**config.mk**
```make
export PLATFORM = sky130hd
export DESIGN_NAME = lin_mode_ctrl
export DESIGN_NICKNAME = d
export VERILOG_FILES = /design/src/rtl/lin_mode_pkg.sv /design/src/rtl/lin_pin_sync.sv /design/src/rtl/lin_hold_timer.sv /design/src/rtl/lin_tx_gate.sv /design/src/rtl/lin_mode_ctrl.sv
export SDC_FILE = /design/constraint.sdc
export NUM_CORES = 1
export LEC_CHECK = 0
export BUFFER_PORTS_ARGS = -buffer_cell sky130_fd_sc_hd__buf_2
export CAP_MARGIN = 20
export CORE_MARGIN = 2
export CORE_UTILIZATION = 40
export CTS_CLUSTER_DIAMETER = 30
export DETAILED_ROUTE_END_ITERATION = 8
export GPL_TIMING_DRIVEN = 0
export PLACE_DENSITY_LB_ADDON = 0.2
export SETUP_SLACK_MARGIN = 0.3
export SYNTH_ARGS = -nofsm -noshare
export SYNTH_HDL_FRONTEND = slang
export SYNTH_SLANG_ARGS = --single-unit
```
**constraint.sdc**
```tcl
create_clock -name clk_i -period 2.35 [get_ports clk_i]
set_clock_uncertainty 0.2 [all_clocks]
set_input_delay 0.3525 -clock clk_i [delete_from_list [all_inputs] [get_ports clk_i]]
set_output_delay 0.3525 -clock clk_i [all_outputs]
set_load 0.03 [all_outputs]
```
**src/rtl/lin_mode_pkg.sv**
```systemverilog
package lin_mode_pkg;
  typedef enum logic [1:0] {
    MODE_RESET   = 2'd0,
    MODE_SLEEP   = 2'd1,
    MODE_STANDBY = 2'd2,
    MODE_NORMAL  = 2'd3
  } lin_mode_e;

  typedef enum logic [1:0] {
    RXD_FLOAT = 2'd0,
    RXD_LOW   = 2'd1,
    RXD_DATA  = 2'd2
  } rxd_sel_e;
endpackage

```
**src/rtl/lin_pin_sync.sv**
```systemverilog
module lin_pin_sync #(
  parameter int unsigned WIDTH  = 2,
  parameter int unsigned STAGES = 2
) (
  input  logic             clk_i,
  input  logic             rst_ni,
  input  logic [WIDTH-1:0] d_i,
  output logic [WIDTH-1:0] q_o
);
  logic [WIDTH-1:0] stage_q [STAGES];

  for (genvar s = 0; s < STAGES; s++) begin : g_stage
    always_ff @(posedge clk_i or negedge rst_ni) begin
      if (!rst_ni) stage_q[s] <= '0;
      else if (s == 0) stage_q[s] <= d_i;
      else stage_q[s] <= stage_q[(s == 0) ? 0 : s-1];
    end
  end

  assign q_o = stage_q[STAGES-1];
endmodule

```
**src/rtl/lin_hold_timer.sv**
```systemverilog
module lin_hold_timer #(
  parameter int unsigned LIMIT = 6
) (
  input  logic clk_i,
  input  logic rst_ni,
  input  logic run_i,
  output logic fire_o
);
  localparam int unsigned CW = $clog2(LIMIT + 1);
  logic [CW-1:0] cnt_q;

  assign fire_o = run_i && (cnt_q == CW'(LIMIT - 1));

  // any break in run_i restarts the window
  always_ff @(posedge clk_i or negedge rst_ni) begin
    if (!rst_ni) cnt_q <= '0;
    else if (!run_i || fire_o) cnt_q <= '0;
    else cnt_q <= cnt_q + 1'b1;
  end

  // a fire needs the condition on the previous cycle too
  if (LIMIT >= 2) begin : g_win_chk
    a_r3_hold_window: assert property (@(posedge clk_i) disable iff (!rst_ni)
      fire_o |-> $past(run_i));
  end
endmodule

```
**src/rtl/lin_tx_gate.sv**
```systemverilog
module lin_tx_gate (
  input  logic clk_i,
  input  logic rst_ni,
  input  logic normal_i,
  input  logic txd_i,
  input  logic slp_i,
  input  logic uv_i,
  input  logic tsd_i,
  output logic tx_en_o
);
  logic armed_q;

  // block on mode exit or fault, re-arm only on recessive TXD
  always_ff @(posedge clk_i or negedge rst_ni) begin
    if (!rst_ni) armed_q <= 1'b0;
    else if (!normal_i || uv_i || tsd_i) armed_q <= 1'b0;
    else if (txd_i) armed_q <= 1'b1;
  end

  assign tx_en_o = normal_i && armed_q && slp_i && !uv_i && !tsd_i;

  a_r8_arm_on_recessive: assert property (@(posedge clk_i) disable iff (!rst_ni)
    $rose(armed_q) |-> $past(txd_i));
endmodule

```
**src/rtl/lin_mode_ctrl.sv**
```systemverilog
module lin_mode_ctrl
  import lin_mode_pkg::*;
#(
  parameter int unsigned TICKS_PER_US = 10,
  parameter int unsigned SLEEP_US     = 6,
  parameter int unsigned NORM_US      = 6
) (
  input  logic       clk_i,
  input  logic       rst_ni,
  input  logic       por_ok_i,
  input  logic       slp_n_i,
  input  logic       txd_i,
  input  logic       wake_i,
  input  logic       uv_i,
  input  logic       tsd_i,
  output logic       tx_en_o,
  output logic [1:0] rxd_sel_o,
  output logic [1:0] mode_o
);
  localparam int unsigned SLEEP_TICKS = TICKS_PER_US * SLEEP_US;
  localparam int unsigned NORM_TICKS  = TICKS_PER_US * NORM_US;

  lin_mode_e mode_q, mode_d;
  rxd_sel_e  rxd_sel;
  logic [1:0] pin_s;
  logic slp_s, txd_s;
  logic go_sleep, go_norm, gate_en;

  lin_pin_sync #(.WIDTH(2), .STAGES(2)) u_sync (
    .clk_i (clk_i),
    .rst_ni(rst_ni),
    .d_i   ({slp_n_i, txd_i}),
    .q_o   (pin_s)
  );
  assign slp_s = pin_s[1];
  assign txd_s = pin_s[0];

  lin_hold_timer #(.LIMIT(SLEEP_TICKS)) u_sleep_tmr (
    .clk_i (clk_i),
    .rst_ni(rst_ni),
    .run_i (por_ok_i && mode_q == MODE_NORMAL && !slp_s),
    .fire_o(go_sleep)
  );

  lin_hold_timer #(.LIMIT(NORM_TICKS)) u_norm_tmr (
    .clk_i (clk_i),
    .rst_ni(rst_ni),
    .run_i (por_ok_i && (mode_q == MODE_SLEEP || mode_q == MODE_STANDBY) && slp_s),
    .fire_o(go_norm)
  );

  always_comb begin
    mode_d = mode_q;
    if (!por_ok_i) mode_d = MODE_RESET;
    else begin
      unique case (mode_q)
        MODE_RESET:   mode_d = MODE_SLEEP;
        MODE_SLEEP:   if (go_norm) mode_d = MODE_NORMAL;
                      else if (wake_i) mode_d = MODE_STANDBY;
        MODE_STANDBY: if (go_norm) mode_d = MODE_NORMAL;
        MODE_NORMAL:  if (go_sleep) mode_d = MODE_SLEEP;
        default:      mode_d = MODE_RESET;
      endcase
    end
  end

  always_ff @(posedge clk_i or negedge rst_ni) begin
    if (!rst_ni) mode_q <= MODE_RESET;
    else mode_q <= mode_d;
  end

  lin_tx_gate u_tx_gate (
    .clk_i   (clk_i),
    .rst_ni  (rst_ni),
    .normal_i(mode_q == MODE_NORMAL),
    .txd_i   (txd_s),
    .slp_i   (slp_s),
    .uv_i    (uv_i),
    .tsd_i   (tsd_i),
    .tx_en_o (gate_en)
  );

  always_comb begin
    unique case (mode_q)
      MODE_STANDBY: rxd_sel = RXD_LOW;
      MODE_NORMAL:  rxd_sel = RXD_DATA;
      default:      rxd_sel = RXD_FLOAT;
    endcase
  end

  assign tx_en_o   = gate_en && por_ok_i;
  assign rxd_sel_o = rxd_sel;
  assign mode_o    = mode_q;

  a_r1_por_forces_reset: assert property (@(posedge clk_i) disable iff (!rst_ni)
    !por_ok_i |=> mode_o == 2'd0);
  a_r2_reset_exits_to_sleep: assert property (@(posedge clk_i) disable iff (!rst_ni)
    ($past(mode_q) == MODE_RESET && mode_q != MODE_RESET) |-> mode_q == MODE_SLEEP);
  a_r4_sleep_pin_cuts_tx: assert property (@(posedge clk_i) disable iff (!rst_ni)
    !slp_s |-> !tx_en_o);
  a_r6_standby_from_wake: assert property (@(posedge clk_i) disable iff (!rst_ni)
    (mode_q == MODE_STANDBY && $past(mode_q) != MODE_STANDBY)
      |-> ($past(mode_q) == MODE_SLEEP && $past(wake_i)));
  a_r9_uv_cuts_tx: assert property (@(posedge clk_i) disable iff (!rst_ni)
    uv_i |-> !tx_en_o);
  a_r10_tsd_cuts_tx: assert property (@(posedge clk_i) disable iff (!rst_ni)
    tsd_i |-> !tx_en_o);
endmodule

```
# Word level (Yosys, flattened, before mapping)
# Cells that the tools add are included.
[word_totals] register_bits=19 inputBits=8
[op_classes] addsub=2 n_eq_ne=8 muxes=11 n_reduce_logical=25
[ops] op="6-bit by 1-bit adder with 6-bit output (second input constant)" n=2
[ops] op="6-bit equality test (second input constant)" n=2
[ops] op="6-bit 2-to-1 mux" n=2
[ops] op="1-bit logical AND" n=11
[ops] op="2-bit 2-to-1 mux" n=5
[ops] op="2-bit one-hot mux with 4 select lines" n=1
[ops] op="1-bit logical NOT" n=6
[ops] op="1-bit logical OR" n=5
[ops] op="2-bit equality test (second input constant)" n=2
[ops] op="4-bit by 3-bit inequality test with 1-bit output (second input constant)" n=1
[ops] op="2-bit one-hot mux with 2 select lines" n=1
[ops] op="3-bit by 2-bit inequality test with 1-bit output (second input constant)" n=1
[ops] op="3-bit inequality test (second input constant)" n=1
[ops] op="3-bit AND reduction" n=1
[ops] op="2-bit by 1-bit equality test with 1-bit output (second input constant)" n=1
[ops] op="2-bit logical NOT" n=1
[ops] op="1-bit 2-to-1 mux" n=2
[ops] op="2-bit nonzero test" n=1

# Logic depth before layout (Yosys ltp)
# Gate-level depths: netlist of run 1.
[logic_depth] ltp_word=8 depth_mapped=6 ltp_nobuf=6

# Cells and area by module
# From an unflattened synthesis of run 1, not the netlist that was laid out.
[hier_totals] hier_cells=88 hier_area_um2=947.2
[by_module_without_submodules] module="lin_hold_timer" instances=2 cells_each=27 area_per_inst_um2=279.0 seq_area_each_um2=150.1
[by_module_without_submodules] module="lin_mode_ctrl" instances=1 cells_each=24 area_per_inst_um2=222.7 seq_area_each_um2=50.0
[by_module_without_submodules] module="lin_pin_sync" instances=1 cells_each=6 area_per_inst_um2=115.1 seq_area_each_um2=100.1
[by_module_without_submodules] module="lin_tx_gate" instances=1 cells_each=4 area_per_inst_um2=51.3 seq_area_each_um2=25.0

# Worst setup path before layout of run 1
# OpenSTA, ideal clock, no wires.
[synth_path] path_type="register to output" from="reg mode_q[1], in the netlist mode_o[1]" to="out tx_en_o" arrival_ns=1.380 t_required_ns=1.798 setup_slack_ns=0.418 stages_incl_launch_ff=4 n_path_buf=0 cell_sequence="dfrtp_1 ha_1 nor3b_1 and4_1"
[synth_between] elab_chain_len=6
[synth_rtl] element="start, declared" line_no="lin_mode_ctrl.sv:23" rtl="lin_mode_e mode_q, mode_d;"
[synth_rtl] element="start signal, assigned" line_no="lin_mode_ctrl.sv:69" rtl="else mode_q <= mode_d;"
[synth_rtl] element="2-bit equality test" line_no="lin_mode_ctrl.sv:75" rtl=".normal_i(mode_q == MODE_NORMAL),"
[synth_rtl] element="1-bit logical AND (4 in a row)" line_no="lin_tx_gate.sv:20" rtl="assign tx_en_o = normal_i && armed_q && slp_i && !uv_i && !tsd_i;"
[synth_rtl] element="1-bit logical AND" line_no="lin_mode_ctrl.sv:91" rtl="assign tx_en_o = gate_en && por_ok_i;"
[synth_rtl] element="end, declared" line_no="lin_mode_ctrl.sv:16" rtl="output logic tx_en_o,"
# Every way passes these cells.

# Worst setup path after layout of run 1
[layout_path] from="reg mode_q[0], in the netlist mode_o[0]" to="out tx_en_o"
# The elaborated chain is that of the path after synthesis.

==> reports/metrics.cfg, run 1 <==
[floorplanning]
die_w_um=51.3
row_count=17
start_util=0.413
core_area_um2=2170
ios=13
dieArea_um2=2630
die_h_um=51.3

[pwr]
finalPower_w=0.000840
combPwrFrac=0.364
p_sw_frac=0.365
powerDensity_nw_per_um2=776
p_int_w=0.000534
seqPwrFrac=0.439
leakagePower_nw=0.543
ir_drop_mv=0.540
clkPwrFrac=0.197
power_switching_w=0.000307

[cts]
cts_tree=built
cts.clk_slew.worst_paths_ns=0.11
cts_root_buf=clkbuf_4
cts-htree-levels=1
clock_latency_ns=0.29
cts_buffers=3
numClockSinks=19
clk_path_buf_depth=2

[critical_path]
worstSetupPathType=register to primary output
rrSetupSlack_ns=0.47
worst-endpoint-arrival_ns=1.40
r2r-end=mode_o[0]$_DFFE_PN0P_
reg2reg_from=mode_o[0]$_DFFE_PN0P_
cp-end-kind=primary output
crit_fanout=2
crit_path_start_kind=register
worstPathRequired_ns=1.80
timing.reg2reg.worst_path_depth=6

[finish]
stdcell_area_um2=1080
nNetsFinal=117
drive_gt1_frac=0.238
fillers=209
multi_input_area_um2=415
syn2layout_area_growth_pct=20.9
regArea_um2=475
antenna_cells=0

[synthesis]
synth_area_leader_cell=dfrtp_1
syn_nets=95
yosysMostFrequentCell=dfrtp_1
yosys-top-cells-count=dfrtp_1 (19), nor2_1 (14), ha_1 (7), inv_1 (5)
synth_ff_type=dfrtp_1
synth_top_area_frac=0.531
ys_ff_latch=19
synth.avg_cell_area_um2=11.2
synth_edf_count=0
yosysSeqAreaShare=0.531
ys_async_sr_fraction=1.00
synth_area_um2=896
synth_warnings=0
syn-instance-count=80
synth_cell_types=23
synthTopCellsByArea=dfrtp_1 (53%), ha_1 (9.8%), nor2_1 (5.9%)

[timing]
slew_headroom=0.697
max_slew.worst_pin.slew_ns=0.452
hold_violations=0
finalCriticalPeriod_ns=1.96
finalSetupTns_ns=0
setup_violations=0
rsz0062_at_grt=yes
period_share=0.832
slew_violations=0
fmax_ghz=0.511

[detailed_routing]
drc=0
routed_wl_um=1390
viasPerCell=4.68
ant_nets=0
via_count=604
wl_per_cell_um=10.7
firstDrtPassIters=4
drt_iter0_markers=11

[global_routing]
antenna_found_initial=0
grt_pass1_wl_um=2450
gr-total-overflow=0
grt_max_degree=20
grt_usage=0.129
grt_pass1_vias=571

[run_status]
run_status=finished clean

[placement]
place_hpwl_um=1010
io_buffers=12
placed_area_um2=991
gp_congestion=0.743

[worst_hold_path]
worst_hold_path.endpoint=u_tx_gate.armed_q$_DFFE_PN0P_
hp-class=input pin to register
worstHoldStart=tsd_i
hold-path-cell-count=3

[flow_run]
maxCapViolations=0

-- power by group through the flow --
stage | sequential (W) | clock (W) | combinational [W]
after detailed placement | 0.000391 | 0 | 0.000261
after global routing | 0.000373 | 0.000187 | 0.000344
after global placement | 0.000390 | 0 | 0.000255
after CTS | 0.000369 | 0.000169 | 0.000307
final | 0.000369 | 0.000166 | 0.000306
after floorplan | 0.000419 | 0 | 0.000168
-- area by class of cell --
type	count	share of cell area
well taps	28	0.0323
repair buffers	17	0.103
inverters	5	0.0173
flip-flops and latches	19	0.439
multi-input cells	56	0.383
clock inverters	1	0.00462
clock buffers	3	0.0208
-- critical path, cell delays in order (launching register included) --
cell     delay (ns)
dfrtp_1        0.37
ha_2           0.18
nor3b_4        0.19
and4_1         0.23
buf_6          0.13
-- timing repair --
action                                  in CTS  in global routing
hold buffers                                 3                  0
setup buffers                                2                  0
resized for setup                            1                  5
pin swaps                                    0                  1
cloned                                       0                  0
hold endpoints to repair                    21                  0
endpoints found under the setup margin       1                  1
-- registers in the layout, summed over array words and instances (netlist names) --
signal,cells
mode_o,2
u_norm_tmr.cnt_q,6
u_sleep_tmr.cnt_q,6
u_sync.q_o,2
u_sync.stage_q,2
u_tx_gate.armed_q,1
-- layout by cell type (no fill, tap or decap), drive strengths merged, types with 2 or more instances in the layout --
| master | instances |
|---|---|
| dlygate4sd3 | 3 |
| nand2 | 5 |
| nor2 | 14 |
| buf | 14 |
| o21a | 2 |
| nand3 | 4 |
| mux2i | 2 |
| clkbuf | 3 |
| ha | 7 |
| a21oi | 2 |
| inv | 5 |
| xor2 | 4 |
| xnor2 | 3 |
| o21ai | 4 |
| dfrtp | 19 |
-- worst max-delay path by stage --
| stage | startpoint | endpoint | slack [ns] |
|---|---|---|---|
| global placement | mode_o[1]$_DFFE_PN0P_ | tx_en_o | 0.46 |
| finish | mode_o[0]$_DFFE_PN0P_ | tx_en_o | 0.39 |
| floorplan | mode_o[1]$_DFFE_PN0P_ | tx_en_o | 0.42 |
| detailed placement | mode_o[1]$_DFFE_PN0P_ | tx_en_o | 0.46 |
| global route | mode_o[0]$_DFFE_PN0P_ | tx_en_o | 0.29 |
| CTS | mode_o[0]$_DFFE_PN0P_ | tx_en_o | 0.33 |
-- per-stage QoR --
| step | hold slack (ns) | utilization | std cells | setup WS [ns] |
|---|---|---|---|---|
| global route | 0.113 | 0.499 | 129 | 0.288 |
| floorplan | -0.143 | - | 80 | 0.418 |
| CTS | 0.0977 | 0.493 | 129 | 0.328 |
| global placement | 0.110 | 0.457 | 120 | 0.462 |
| detailed placement | 0.114 | 0.457 | 120 | 0.459 |
| finish | 0.114 | 0.499 | 129 | 0.394 |
-- logic make-up (layout without fill, tap and decap cells) --
group | Yosys count | after routing | share of synthesized area
AOI/OAI and AO/OA | 9 | 9 | 0.0642
xor gates and xnor gates | 7 | 7 | 0.0684
buffers and inverters | 5 | 26 | 0.0210
muxes | 2 | 2 | 0.0223
adders and majority gates | 7 | 7 | 0.0978
and+or+nand+nor | 31 | 31 | 0.196
DFF | 19 | 19 | 0.531
-- routing by layer --
layer | global-route usage | wire (um) | part of all wire
met1 | 0.172 | 689 | 0.50
met3 | 0.0351 | 62 | 0.045
met4 | 0.0789 | 16 | 0.012
met2 | 0.186 | 618 | 0.45
met5 | 0 | 0 | 0
Note: power is estimated with default switching activity, not from simulation.
==> run 2: changes to the inputs <==
Settings changed: ABC_AREA set to 1.
Clock period 2.35 ns to 1.8 ns, I/O delays scaled along.
==> reports/metrics.cfg, run 2 <==
[critical_path]
worst-endpoint-arrival_ns=1.55  ; was 1.40 ns
crit_fanout=2  ; unchanged
cp-end-kind=primary output  ; unchanged
reg2reg_from=mode_o[1]$_DFFE_PN0P_  ; was mode_o[0]$_DFFE_PN0P_
crit_start=mode_o[0]$_DFFE_PN0P_  ; unchanged
crit_path_start_kind=register  ; unchanged
worstPathCellList=ha_4 > or3b_4 > nor3b_4 > buf_6  ; was ha_2 > nor3b_4 > and4_1 > buf_6
worstPathRequired_ns=1.33  ; was 1.80 ns
crit_path_max_incr_delay_ns=0.41  ; was 0.37 ns
worstSetupPathType=register to primary output  ; unchanged
cp_slowest_cell=dfrtp_2  ; was dfrtp_1

[synthesis]
synth.avg_cell_area_um2=9.34  ; was 11.2 um2
synth_top_family_by_area=simple AND/OR/NAND/NOR gates  ; unchanged
synth_cell_types=21  ; was 23
synth_top_area_frac=0.504  ; was 0.531
synthSimpleGateAreaFrac=0.276  ; was 0.196
synth_fa_ha_area_frac=0.0928  ; was 0.0978
yosysSeqAreaShare=0.504  ; was 0.531
syn_nets=116  ; was 95
yosysMostFrequentCell=nor2_1  ; was dfrtp_1
yosys-top-cells-count=nor2_1 (21), dfrtp_1 (19), nand2_1 (14), inv_1 (11), ha_1 (7)  ; was dfrtp_1 (19), nor2_1 (14), ha_1 (7), inv_1 (5)
synth_area_um2=943  ; was 896 um2
synthTopCellsByArea=dfrtp_1 (50%), ha_1 (9.3%), nor2_1 (8.4%)  ; was dfrtp_1 (53%), ha_1 (9.8%), nor2_1 (5.9%)
synth-compound-area-share=0.0385  ; was 0.0642
synth_ff_type=dfrtp_1  ; unchanged
ys_async_sr_fraction=1.00  ; unchanged
synth_edf_count=0  ; unchanged
syn-instance-count=101  ; was 80
synth_xor_area_frac=0.0371  ; was 0.0684
synth_warnings=0  ; unchanged
synth.mux.area_fraction=0  ; was 0.0223
synth_area_leader_cell=dfrtp_1  ; unchanged
ys_ff_latch=19  ; unchanged

[timing]
holdWs_ns=0.0463  ; was 0.114 ns
max_slew.worst_pin.slew_ns=0.417  ; was 0.452 ns
fmax_ghz=0.494
setup_violations=1  ; was 0
period_share=1.12
setup_slack_ns=-0.224  ; was 0.394 ns
slew_headroom=0.722  ; was 0.697
rsz0062_at_grt=yes  ; unchanged
slew_violations=0  ; unchanged
hold_violations=0  ; unchanged
finalCriticalPeriod_ns=2.02

[global_routing]
grt_max_degree=20  ; unchanged
grt_usage=0.144  ; was 0.129
antenna_found_initial=0  ; unchanged
grt_pass1_vias=684  ; was 571
gr-total-overflow=0  ; unchanged
grt_pass1_wl_um=2850  ; was 2450 um

[detailed_routing]
viasPerCell=4.54  ; was 4.68
firstDrtPassIters=4  ; unchanged
ant_nets=0  ; unchanged
wl_per_cell_um=10.7  ; about the same
via_count=690  ; was 604
drc=0  ; unchanged
drt_iter0_markers=4  ; was 11
routed_wl_um=1620  ; was 1390 um

[pwr]
ir_drop_mv=0.578  ; was 0.540 mV
powerDensity_nw_per_um2=1010  ; was 776 nW/um2
leakagePower_nw=0.546  ; was 0.543 nW

[worst_hold_path]
hp-class=input pin to register  ; unchanged
worstHoldStart=tsd_i  ; unchanged

[placement]
gp_congestion=0.709  ; was 0.743
placed_area_um2=1070  ; was 991 um2
io_buffers=12  ; unchanged
place_hpwl_um=1120  ; was 1010 um
dp_cells=141  ; was 120

[floorplanning]
dieArea_um2=2760  ; was 2630 um2
die_h_um=52.6  ; was 51.3 um
ios=13  ; unchanged
start_util=0.426  ; was 0.413
row_count=17  ; unchanged
core_area_um2=2210  ; was 2170 um2
die_w_um=52.6  ; was 51.3 um

[cts]
cts_root_buf=clkbuf_4  ; unchanged
cts.clk_slew.worst_paths_ns=0.10  ; was 0.11 ns
cts_buffers=3  ; unchanged
cts-htree-levels=1  ; unchanged
clk_path_buf_depth=2  ; unchanged
cts_tree=built  ; unchanged
numClockSinks=19  ; unchanged
clock_latency_ns=0.29  ; about the same

[finish]
drive_gt1_frac=0.363  ; was 0.238
fillers=209  ; unchanged
nNetsFinal=140  ; was 117
antenna_cells=0  ; unchanged
final_cell_mix=nor2_1 (21), dfrtp_1 (17), nand2_1 (13)  ; was dfrtp_1 (19), nor2_1 (14), buf_2 (11)
reg_top3=u_norm_tmr.cnt_q (6), u_sleep_tmr.cnt_q (6)  ; unchanged
stdcell_area_um2=1240  ; was 1080 um2
layout_commonest_cell=nor2_1  ; was dfrtp_1
final_cells=152  ; was 129
syn2layout_area_growth_pct=31.4  ; was 20.9%

[run_status]
run_status=finished, violations left  ; was finished clean
violations=negative setup slack

[flow_run]
maxCapViolations=0  ; unchanged

[run 2: changes by cell type in the layout (fill, tap and decap cells not counted), moves of 3 or more]
cell     change
nand2_1      +9
nor2_1       +7
buf_6        +5
inv_1        +5
buf_2        -4
ha_1         -4
nand2_2      +4
nor3b_2      +3
[run 2: critical path: cells and delay by family, from the launching register on]
family / cells / cell delay [ns]
AND/OR/NAND/NOR: 2 / 0.57
flip-flops: 1 / 0.41
adder cells (fa/ha/maj): 1 / 0.14
buffers and inverters: 1 / 0.15
[run 2: path summary, 6_finish.rpt]
| kind | slack (ns) | cells after the start | endpoint |
|---|---|---|---|
| min | 0.05 | 3 | u_tx_gate.armed_q$_DFFE_PN0P_ |
| max | -0.22 | 4 | tx_en_o |
| max reg2reg | 0.09 | 9 | mode_o[1]$_DFFE_PN0P_ |
| max in group asynchronous | 0.84 | 2 | mode_o[0]$_DFFE_PN0P_ |
| min in group asynchronous | 0.24 | 2 | u_sync.stage_q[2]$_DFF_PN0_ |
| min reg2reg | 0.16 | 0 | u_sync.q_o[1]$_DFF_PN0_ |
[run 2: kinds of logic after synthesis]
family | Yosys count
and+or+nand+nor | 53
AOI/OAI and AO/OA | 5
DFF | 19
buffers and inverters | 13
xor gates and xnor gates | 4
adders and majority gates | 7
[run 2: where the power goes]
group	internal (W)	switching [W]
sequential	0.000465	0.0000346
combinational	0.000249	0.000296
clock	0.0000861	0.000123
[run 2: per-layer routing]
metal  routed length, um  vias up  track usage
met2                 789       14        0.235
li1                    -      360            -
met3                  67        2       0.0257
met4                  16        0       0.0897
met1                 748      314        0.173
met5                   0        -            0
[run 2: through the flow]
step | worst slack, ns | power, W | util | setup TNS (ns)
after floorplan | -0.0819 | 0.000788 | - | -0.0819
after global placement | -0.0108 | 0.000865 | 0.482 | -0.0108
after detailed placement | -0.0156 | 0.000871 | 0.482 | -0.0156
after CTS | -0.239 | 0.00121 | 0.537 | -0.239
after global routing | -0.282 | 0.00133 | 0.561 | -0.312
final | -0.224 | 0.00125 | 0.561 | -0.224
[run 2: repair_timing]
item / in CTS / in global routing
resized for setup: 13 / 9
setup buffers: 2 / 2
endpoints found under the setup margin: 11 / 19
hold buffers: 3 / 0
pin swaps: 2 / 2
endpoints found under the hold margin: 21 / 0
[run 2: layout make-up]
class	instances	area, um2	share of cell area
clock buffers	4	26.3	0.0212
inverters	13	51.3	0.0414
multi-input cells	69	494	0.399
flip-flops and latches	19	478	0.385
well taps	28	35.0	0.0283
repair buffers	19	155	0.125
==> run 3: changes to the inputs <==
Settings changed: SLEW_MARGIN set to 10.
Clock period 1.8 ns to 2.2 ns, I/O delays scaled along.
==> reports/metrics.cfg, run 3 (synthesis gave the netlist of run 2 again) <==
[cts]
numClockSinks=19  ; unchanged
clk_path_buf_depth=2  ; unchanged
cts_buffers=3  ; unchanged
cts_root_buf=clkbuf_4  ; unchanged
cts_tree=built  ; unchanged
clock_latency_ns=0.29  ; about the same
cts.clk_slew.worst_paths_ns=0.10  ; about the same
cts-htree-levels=1  ; unchanged

[timing]
finalSetupTns_ns=0  ; was -0.224 ns
finalCriticalPeriod_ns=2.08
slew_headroom=0.724  ; was 0.722
setup_violations=0  ; was 1
slew_violations=0  ; unchanged
fmax_ghz=0.481
period_share=0.945
rsz0062_at_grt=yes  ; unchanged
max_slew.worst_pin.slew_ns=0.415  ; was 0.417 ns
hold_violations=0  ; unchanged

[floorplanning]
die_h_um=52.6  ; unchanged
start_util=0.426  ; unchanged
core_area_um2=2210  ; unchanged
dieArea_um2=2760  ; unchanged
die_w_um=52.6  ; unchanged
ios=13  ; unchanged
row_count=17  ; unchanged

[detailed_routing]
via_count=681  ; was 690
wl_met3_um=62  ; was 67 um
ant_nets=0  ; unchanged
drt_iter0_markers=6  ; was 4
viasPerCell=4.54  ; about the same
wl_per_cell_um=9.57  ; was 10.7 um
firstDrtPassIters=4  ; unchanged
routed_wl_um=1440  ; was 1620 um
drc=0  ; unchanged
top_layer=met4  ; unchanged
wl_met2_um=647  ; was 789 um
wl_met1_um=693  ; was 748 um

[finish]
fillers=214  ; was 209
multi_input_area_um2=445  ; was 494 um2
nNetsFinal=138  ; was 140
final_cells=150  ; was 152
layout_commonest_cell=nor2_1  ; unchanged
final_cell_mix=nor2_1 (21), dfrtp_1 (17), nand2_1 (14)  ; was nor2_1 (21), dfrtp_1 (17), nand2_1 (13)
drive_gt1_frac=0.287  ; was 0.363
regArea_um2=478  ; unchanged
antenna_cells=0  ; unchanged
syn2layout_area_growth_pct=21.4  ; was 31.4%
reg_top3=u_norm_tmr.cnt_q (6), u_sleep_tmr.cnt_q (6)  ; unchanged

[critical_path]
cp-end-kind=primary output  ; unchanged
r2r-end=mode_o[0]$_DFFE_PN0P_  ; was mode_o[1]$_DFFE_PN0P_
worstPathRequired_ns=1.67  ; was 1.33 ns
worst-endpoint-arrival_ns=1.55  ; about the same
rrSetupSlack_ns=0.49  ; was 0.09 ns
crit_path_start_kind=register  ; unchanged
crit_fanout=2  ; unchanged
worstSetupPathType=register to primary output  ; unchanged
timing.reg2reg.worst_path_depth=9  ; unchanged
reg2reg_from=mode_o[0]$_DFFE_PN0P_  ; was mode_o[1]$_DFFE_PN0P_

[pwr]
powerDensity_nw_per_um2=789  ; was 1010 nW/um2
ir_drop_mv=0.429  ; was 0.578 mV
leakagePower_nw=0.537  ; was 0.546 nW

[global_routing]
antenna_found_initial=0  ; unchanged
grt_pass1_vias=637  ; was 684
grt_usage=0.133  ; was 0.144
grt_pass1_wl_um=2620  ; was 2850 um
gr-total-overflow=0  ; unchanged
grt_max_degree=20  ; unchanged

[placement]
gp_congestion=0.715  ; was 0.709
place_hpwl_um=1090  ; was 1120 um
io_buffers=12  ; unchanged
dp_cells=141  ; unchanged

[run_status]
run_status=finished clean  ; was finished, violations left

[flow_run]
maxCapViolations=0  ; unchanged

[worst_hold_path]
hold-path-cell-count=3  ; unchanged
worst_hold_path.endpoint=u_tx_gate.armed_q$_DFFE_PN0P_  ; unchanged
worstHoldStart=tsd_i  ; unchanged
hp-class=input pin to register  ; unchanged

[run 3: cell types whose count changed in the layout (fill, tap and decap cells not counted), sizes merged]
cell	before	now
buf	16	14
[run 3: cell type report]
type	instances	share of cell area
multi-input combinational	69	0.389
clock buffer	4	0.0230
tap	28	0.0306
timing repair buffer	17	0.0973
sequential	19	0.417
inverter	13	0.0426
[run 3: worst max-delay path by stage]
stage                     startpoint      end  depth (start not counted)  slack, ns
4_1_cts        mode_o[0]$_DFFE_PN0P_  tx_en_o                          4        0.1
3_3_place_gp   mode_o[1]$_DFFE_PN0P_  tx_en_o                          4       0.33
3_5_place_dp   mode_o[1]$_DFFE_PN0P_  tx_en_o                          4       0.32
5_1_grt        mode_o[0]$_DFFE_PN0P_  tx_en_o                          4       0.07
6_report       mode_o[0]$_DFFE_PN0P_  tx_en_o                          4       0.12
2_1_floorplan  mode_o[1]$_DFFE_PN0P_  tx_en_o                          3       0.26
[run 3: where the power goes]
| group | internal, W | switching [W] |
|---|---|---|
| logic | 0.000122 | 0.000203 |
| clock network | 0.0000705 | 0.000101 |
| registers | 0.000380 | 0.0000266 |
[run 3: routing by layer]
metal / global-route usage / up-vias
li1: - / 359
met1: 0.159 / 302
met2: 0.215 / 16
met3: 0.0257 / 4
met4: 0.0897 / 0
met5: 0 / -
[run 3: timing repair]
item / 4_1_cts / 5_1_grt
gates resized for setup: 2 / 0
setup buffers: 2 / 0
hold buffers: 3 / 0
hold endpoints to repair: 21 / 0
pin swaps: 1 / 0
gates cloned: 0 / 0
setup endpoints to repair: 1 / 1
[run 3: per-stage QoR]
step	area, um2	total power [W]	hold WS, ns	worst slack, ns	util
4_1_cts	1140	0.000920	0.0931	0.0996	0.518
3_5_place_dp	1070	0.000712	0.0918	0.323	0.482
6_report	1140	0.000903	0.102	0.121	0.518
3_3_place_gp	1070	0.000708	0.0907	0.329	0.482
5_1_grt	1140	0.000969	0.0917	0.0656	0.518
2_1_floorplan	972	0.000645	-0.166	0.258	-
[run 3: critical path, stage by stage (launching register included)]
cell and delay [ns]:
dfrtp_2 0.41, ha_4 0.14, or3b_4 0.39, nor3b_4 0.18
buf_6 0.15
